File: src/rtl/mbr_pkg.sv
package mbr_pkg;
  localparam int unsigned NUM_BYTES = 128;
  localparam int unsigned CLK_BYTES = 14;
  localparam int unsigned AW        = $clog2(NUM_BYTES);
  localparam int unsigned UAW       = $clog2(CLK_BYTES);

  // host-writable bits per location
  function automatic logic [7:0] host_wmask(input logic [AW-1:0] a);
    case (a)
      7'd12, 7'd13: return 8'h00;
      7'd0,  7'd10: return 8'h7f;
      default:      return 8'hff;
    endcase
  endfunction
endpackage

File: src/rtl/mbr_sync.sv
module mbr_sync #(
  parameter int unsigned W = 1,
  parameter logic [W-1:0] RST_VAL = '0
) (
  input  logic         clk_i,
  input  logic         rst_ni,
  input  logic [W-1:0] d_i,
  output logic [W-1:0] q_o,
  output logic [W-1:0] prev_o
);
  logic [W-1:0] s1_q, s2_q, s3_q;

  always_ff @(posedge clk_i or negedge rst_ni) begin
    if (!rst_ni) begin
      s1_q <= RST_VAL;
      s2_q <= RST_VAL;
      s3_q <= RST_VAL;
    end else begin
      s1_q <= d_i;
      s2_q <= s1_q;
      s3_q <= s2_q;
    end
  end

  assign q_o    = s2_q;
  assign prev_o = s3_q;
endmodule

File: src/rtl/mbr_pwr_gate.sv
module mbr_pwr_gate #(
  parameter int unsigned DELAY_CYC = 10_000_000
) (
  input  logic clk_i,
  input  logic rst_ni,
  input  logic pwr_good_i,
  output logic ok_o
);
  localparam int unsigned CW = $clog2(DELAY_CYC + 1);
  localparam logic [CW-1:0] LIMIT = CW'(DELAY_CYC);

  logic [CW-1:0] cnt_q;

  always_ff @(posedge clk_i or negedge rst_ni) begin
    if (!rst_ni) begin
      cnt_q <= '0;
      ok_o  <= 1'b0;
    end else if (!pwr_good_i) begin
      cnt_q <= '0;
      ok_o  <= 1'b0;
    end else if (cnt_q == LIMIT) begin
      ok_o  <= 1'b1;
    end else begin
      cnt_q <= cnt_q + 1'b1;
    end
  end


  pg_low_blocks_chk: assert property (@(posedge clk_i) disable iff (!rst_ni)
    !pwr_good_i |=> !ok_o);

  ok_needs_count_chk: assert property (@(posedge clk_i) disable iff (!rst_ni)
    $rose(ok_o) |-> $past(cnt_q) == LIMIT);
endmodule

File: src/rtl/mbr_store.sv
module mbr_store
  import mbr_pkg::*;
(
  input  logic                   clk_i,
  input  logic                   rst_ni,
  input  logic                   clr_i,
  input  logic                   host_we_i,
  input  logic [AW-1:0]          host_addr_i,
  input  logic [7:0]             host_data_i,
  input  logic                   upd_we_i,
  input  logic [UAW-1:0]         upd_addr_i,
  input  logic [7:0]             upd_data_i,
  output logic [7:0]             rdata_o,
  output logic [CLK_BYTES*8-1:0] clk_regs_o
);
  logic [7:0] mem_q [NUM_BYTES];
  logic [7:0] wmask;

  assign wmask = host_wmask(host_addr_i);

  always_ff @(posedge clk_i or negedge rst_ni) begin
    if (!rst_ni) begin
      for (int i = 0; i < NUM_BYTES; i++) mem_q[i] <= 8'h00;
    end else begin
      if (upd_we_i && upd_addr_i < UAW'(CLK_BYTES))
        mem_q[AW'(upd_addr_i)] <= upd_data_i;
      if (host_we_i)
        mem_q[host_addr_i] <= (mem_q[host_addr_i] & ~wmask) | (host_data_i & wmask);
      if (clr_i)
        for (int i = CLK_BYTES; i < NUM_BYTES; i++) mem_q[i] <= 8'hff;
    end
  end

  assign rdata_o = mem_q[host_addr_i];

  for (genvar g = 0; g < CLK_BYTES; g++) begin : g_out
    assign clk_regs_o[g*8 +: 8] = mem_q[g];
  end


  ro_c_chk: assert property (@(posedge clk_i) disable iff (!rst_ni)
    (host_we_i && host_addr_i == 7'd12 && !(upd_we_i && upd_addr_i == 4'd12))
      |=> $stable(mem_q[12]));

  clr_fill_chk: assert property (@(posedge clk_i) disable iff (!rst_ni)
    clr_i |=> (mem_q[CLK_BYTES] == 8'hff && mem_q[NUM_BYTES-1] == 8'hff));

  clr_keeps_clk_chk: assert property (@(posedge clk_i) disable iff (!rst_ni)
    (clr_i && !upd_we_i && !host_we_i) |=> $stable(mem_q[CLK_BYTES-1]));
endmodule

File: src/rtl/mux_bus_regfile.sv
module mux_bus_regfile
  import mbr_pkg::*;
#(
  parameter int unsigned PWR_DELAY_CYC = 10_000_000
) (
  input  logic                   clk_i,
  input  logic                   rst_ni,
  input  logic                   pwr_good_i,
  input  logic                   ram_clr_i,
  input  logic [7:0]             ad_i,
  output logic [7:0]             ad_o,
  output logic                   ad_oe_o,
  input  logic                   as_i,
  input  logic                   rd_ni,
  input  logic                   wr_ni,
  input  logic                   cs_ni,
  input  logic                   upd_we_i,
  input  logic [UAW-1:0]         upd_addr_i,
  input  logic [7:0]             upd_data_i,
  output logic [CLK_BYTES*8-1:0] clk_regs_o
);
  // strobe order: {as, rd_n, wr_n, cs_n}
  logic [3:0] stb_s, stb_p;
  logic [7:0] ad_s, ad_p;
  logic       ok;
  logic [AW-1:0] addr_q;
  logic       as_fall, wr_rise, cs_act, host_we;
  logic [7:0] rdata;

  mbr_sync #(.W(4), .RST_VAL(4'b0111)) u_stb (
    .clk_i, .rst_ni, .d_i({as_i, rd_ni, wr_ni, cs_ni}), .q_o(stb_s), .prev_o(stb_p));

  mbr_sync #(.W(8), .RST_VAL(8'h00)) u_ad (
    .clk_i, .rst_ni, .d_i(ad_i), .q_o(ad_s), .prev_o(ad_p));

  mbr_pwr_gate #(.DELAY_CYC(PWR_DELAY_CYC)) u_pwr (
    .clk_i, .rst_ni, .pwr_good_i, .ok_o(ok));

  assign as_fall = stb_p[3] & ~stb_s[3];
  assign wr_rise = ~stb_p[1] & stb_s[1];
  assign cs_act  = ~stb_s[0] & ok;
  assign host_we = wr_rise & cs_act;

  always_ff @(posedge clk_i or negedge rst_ni) begin
    if (!rst_ni)             addr_q <= '0;
    else if (as_fall && ok)  addr_q <= ad_s[AW-1:0];
  end

  mbr_store u_store (
    .clk_i, .rst_ni,
    .clr_i      (ram_clr_i),
    .host_we_i  (host_we),
    .host_addr_i(addr_q),
    .host_data_i(ad_s),
    .upd_we_i, .upd_addr_i, .upd_data_i,
    .rdata_o    (rdata),
    .clk_regs_o
  );

  assign ad_oe_o = cs_act & ~stb_s[2];
  assign ad_o    = ad_oe_o ? rdata : 8'h00;


  oe_needs_power_chk: assert property (@(posedge clk_i) disable iff (!rst_ni)
    ad_oe_o |-> pwr_good_i || $past(pwr_good_i));

  addr_hold_chk: assert property (@(posedge clk_i) disable iff (!rst_ni)
    !as_fall |=> $stable(addr_q));

  no_write_unselected_chk: assert property (@(posedge clk_i) disable iff (!rst_ni)
    stb_s[0] |-> !host_we);
endmodule

File: config.mk
export PLATFORM = sky130hd
export DESIGN_NAME = mux_bus_regfile
export DESIGN_NICKNAME = d
export VERILOG_FILES = /design/src/rtl/mbr_pkg.sv /design/src/rtl/mbr_sync.sv /design/src/rtl/mbr_pwr_gate.sv /design/src/rtl/mbr_store.sv /design/src/rtl/mux_bus_regfile.sv
export SDC_FILE = /design/constraint.sdc
export NUM_CORES = 2
export LEC_CHECK = 0
export ABC_AREA = 1
export BUFFER_PORTS_ARGS = -buffer_cell sky130_fd_sc_hd__buf_2
export CORE_AREA = 5 5 337 372
export CTS_CLUSTER_DIAMETER = 100
export DETAILED_ROUTE_END_ITERATION = 12
export DIE_AREA = 0 0 342 377
export PLACE_DENSITY = 0.71
export SYNTH_ARGS = -nofsm -noshare
export SYNTH_HDL_FRONTEND = slang
export SYNTH_SLANG_ARGS = --single-unit
File: constraint.sdc
create_clock -name clk_i -period 2.5 [get_ports clk_i]
set_input_delay 0.125 -clock clk_i [delete_from_list [all_inputs] [get_ports clk_i]]
set_output_delay 0.125 -clock clk_i [all_outputs]
set_load 0.01 [all_outputs]
==> run_results.csv <==
group,metric,value,unit
status,status,"complete, but fails checks",
status,violations,"setup timing",
timing,tns,-669.19,ns
clock_tree,cts-htree-levels,3,
global_routing,grt_pass1_vias,52000,
worst_hold_path,hold_depth,2,
synthesis,synth_area_per_cell,7.53,sq um
timing,post-route-period-util,144,%
layout,nNetsFinal,7741,
setup_path,cp_slowest_cell,"dfrtp_4",
setup_path,arrival,3.46,ns
timing,finalClockSkew,0.0351,ns
global_routing,overflow,0,
synthesis,yosys.area.top_type,"dfrtp_1",
timing,drv_slew,0,
setup_path,critical_path_class,"register to output port",
floorplanning,floorplan.core_area,121000,sq um
clock_tree,clock_sinks,1082,
setup_path,critPathCaptureType,"output port",
timing,fmax,0.279,GHz
placed_design,place_congestion,0.987,
timing,tightest_slew,1.12,ns
worst_hold_path,hold_path.startpoint,"ad_i[6]",
placed_design,place_inst,9088,
job,cap_violations,0,
drt,drt_iter0_drc,7341,
pwr,max-vdd-ir-drop,0.000648,V
placed_design,numPortBuffers,149,
pwr,p_leak,0.0300,uW
floorplanning,ios,150,
setup_path,reg2reg_depth,20,
setup_path,worst-path-max-fanout,7,
clock_tree,cts_tree,"yes",
timing,finalSetupViolCount,1032,
setup_path,r2r-start,"addr_q[0]",
clock_tree,cts.root.buffer_cell,"clkbuf_16",
synthesis,synthArstFlopShare,100,%
floorplanning,dieArea,129000,sq um
synthesis,netlist_top_cells_count,"nand2_1, nor2_1, dfrtp_1",
floorplanning,die_h,377,um
drt,post_drt_via_cell_ratio,5.75,
drt,wl_per_cell,22.2,um
drt,via_count,54300,
layout,drive_above_1_share,18.5,%
clock_tree,numCtsBuffers,114,
drt,dr.pass1.iters,10,
synthesis,synthMostInstantiatedCell,"nand2_1",
global_routing,grt_pass1_wl,309,mm
clock_tree,cts.clk_slew.worst_paths,0.06,ns
setup_path,r2r_end,"u_store.mem_q[683]",
worst_hold_path,whs_endpoint,"u_ad.s1_q[6]",
synthesis,synthDistinctLibCells,40,
timing,period_needed,3.59,ns
pwr,power.density,627,nW/um^2
placed_design,hpwl,133,mm
drt,routed_wl,209,mm
setup_path,rrSetupSlack,-0.82,ns
synthesis,syn_area,54200,sq um
global_routing,grt_max_degree,113,
setup_path,crit_chain,"buf_12 > nor2_4 > buf_12 > buf_12 > buf_12 > buf_12 > a21oi_1 > nand3_1 > nand3_2 > nand2_2 > nand2_2 > nor2_4 > nor2_2 > buf_4 > a21oi_4 > buf_6",
synthesis,ys_seq_area_share,50.0,%
global_routing,antenna_found_initial,4,
setup_path,start_kind,"register",
synthesis,synthCells,7201,
setup_path,cp_slowest_stage_delay,0.59,ns
drt,drc,0,
synthesis,synth_nets,7232,
worst_hold_path,hold_path_class,"input pin to register",
floorplanning,die_w,342,um
synthesis,postSynth.topFlopCell,"dfrtp_1",
synthesis,synthTopCellsByArea,"dfrtp_1, nand2_1, a21oi_1",
clock_tree,clkLatencyLatePin,0.74,ns
synthesis,synth_edf_count,0,
layout,area_growth,25.6,%
timing,relSlewSlack,25.2,%
synthesis,ys_warn_count,0,
floorplanning,initial_core_util,44.8,%
setup_path,path_common_cell,"buf_12",
floorplanning,rows,134,
setup_path,cp.required,2.38,ns
synthesis,ys_ff_latch,1082,
timing,setup_slack,-1.09,ns
layout,final_cells,9441,
global_routing,grt_use_total,30.7,%
synthesis,yosysTopAreaCellShare,49.6,%
drt,ant_nets,0,
clock_tree,clockBufferDepth,3,
timing,hold_violations,0,
timing,rsz0062_at_grt,"yes",
metal layers:
| metal | up-vias | part of all wire, % | global-route usage [%] |
|---|---|---|---|
| met4 | 2 | 6.6 | 17.5 |
| met1 | 26100 | 37 | 39.7 |
| li1 | 23900 | - | - |
| met2 | 3472 | 45 | 48.0 |
| met5 | - | 0.0062 | 0 |
| met3 | 790 | 11 | 6.64 |
per-stage QoR:
| stage | utilization [%] | instance area (sq um) | hold WS, ns | setup WS, ns | total power (uW) |
|---|---|---|---|---|---|
| 6_report | 56.3 | 68100 | 0.0330 | -1.09 | 42600 |
| 5_1_grt | 56.3 | 68100 | 0.0436 | -1.13 | 43900 |
| 4_1_cts | 55.0 | 66500 | 0.00335 | -1.04 | 41900 |
| 3_5_place_dp | 50.0 | 60500 | 0.0395 | -0.635 | 24000 |
| 3_3_place_gp | 50.0 | 60500 | 0.0492 | -0.599 | 24000 |
| 2_1_floorplan | - | 54200 | -0.171 | 0.299 | 21700 |
cell families (layout without fill, tap and decap cells):
family	Yosys count	in the layout	share of synthesized area, %
multiplexers	2	2	0.0392
AO/OA/AOI/OAI	1341	1341	13.0
XOR/XNOR	1	1	0.0162
AND/OR/NAND/NOR	3673	3674	27.4
buffers and inverters	1100	1705	9.55
flip-flops	1082	1082	50.0
adder cells (fa/ha/maj)	2	2	0.0462
other	0	2	0
state kept, by name (all words and copies together) (netlist names):
signal	count
u_stb.s1_q	4
addr_q	7
u_pwr.cnt_q	24
u_store.clk_regs_o	112
u_ad.q_o	8
u_ad.s1_q	8
u_stb.prev_o	2
u_store.mem_q	912
u_stb.q_o	4
u_pwr.ok_o	1
area by class of cell:
cell class | count | area (sq um)
well taps | 1632 | 2040
flip-flops and latches | 1082 | 27100
fillers | 10600 | 52800
clock buffers | 166 | 3280
repair buffers | 896 | 9440
diodes | 2 | 5.00
multi-input cells | 5020 | 23300
repair inverters | 1 | 8.76
inverters | 595 | 2260
clock inverters | 47 | 583
how the worst max path moves through the flow:
stage | endpoint | depth (start not counted) | slack (ns) | start
floorplan | u_store.mem_q[763] | 18 | 0.30 | addr_q[0]
global placement | u_store.clk_regs_o[65] | 17 | -0.60 | addr_q[0]
detailed placement | u_store.clk_regs_o[81] | 17 | -0.63 | addr_q[0]
CTS | ad_o[4] | 16 | -1.04 | addr_q[0]
global route | ad_o[5] | 16 | -1.13 | addr_q[0]
finish | ad_o[2] | 16 | -1.09 | addr_q[0]
power by group:
part / internal (uW) / switching [uW] / leakage [uW] / total [uW]
combinational: 2370 / 3920 / 0.0180 / 6290
sequential: 18100 / 632 / 0.0101 / 18700
clock: 10200 / 7410 / 0.00189 / 17600
critical path: cells and delay by family (launching register included):
kind / cells / cell delay (ns)
DFF: 1 / 0.59
buffers and inverters: 7 / 1.04
AOI/OAI and AO/OA: 2 / 0.22
and+or+nand+nor: 7 / 0.85
placed cells by master, fill, tap and decap left out, types with 29 or more instances in the layout:
master,synthesis,final
clkbuf_16,0,134
clkbuf_1,119,30
or2_2,58,58
nand2_2,2,55
nand3_1,477,423
nand4_1,30,30
buf_2,153,140
nand3_2,1,47
buf_6,13,52
dfrtp_1,1075,1072
nand2_1,1826,1756
buf_12,0,140
o21ai_0,158,136
nor2_2,8,32
buf_4,202,477
a21oi_2,0,67
inv_1,577,574
nor2_1,1222,1172
o211ai_1,108,108
a21oi_1,991,914
nor2_4,3,29
dlygate4sd3_1,0,29
o21ai_1,55,61
repair_timing:
action	in CTS	in global routing
buffers inserted	57	25
endpoints found under the setup margin	1032	1033
hold buffers	29	0
resized for setup	218	236
hold endpoints to repair	783	0
gates cloned	21	22
pin swaps	46	86
Power figures use the tool's default switching activity.
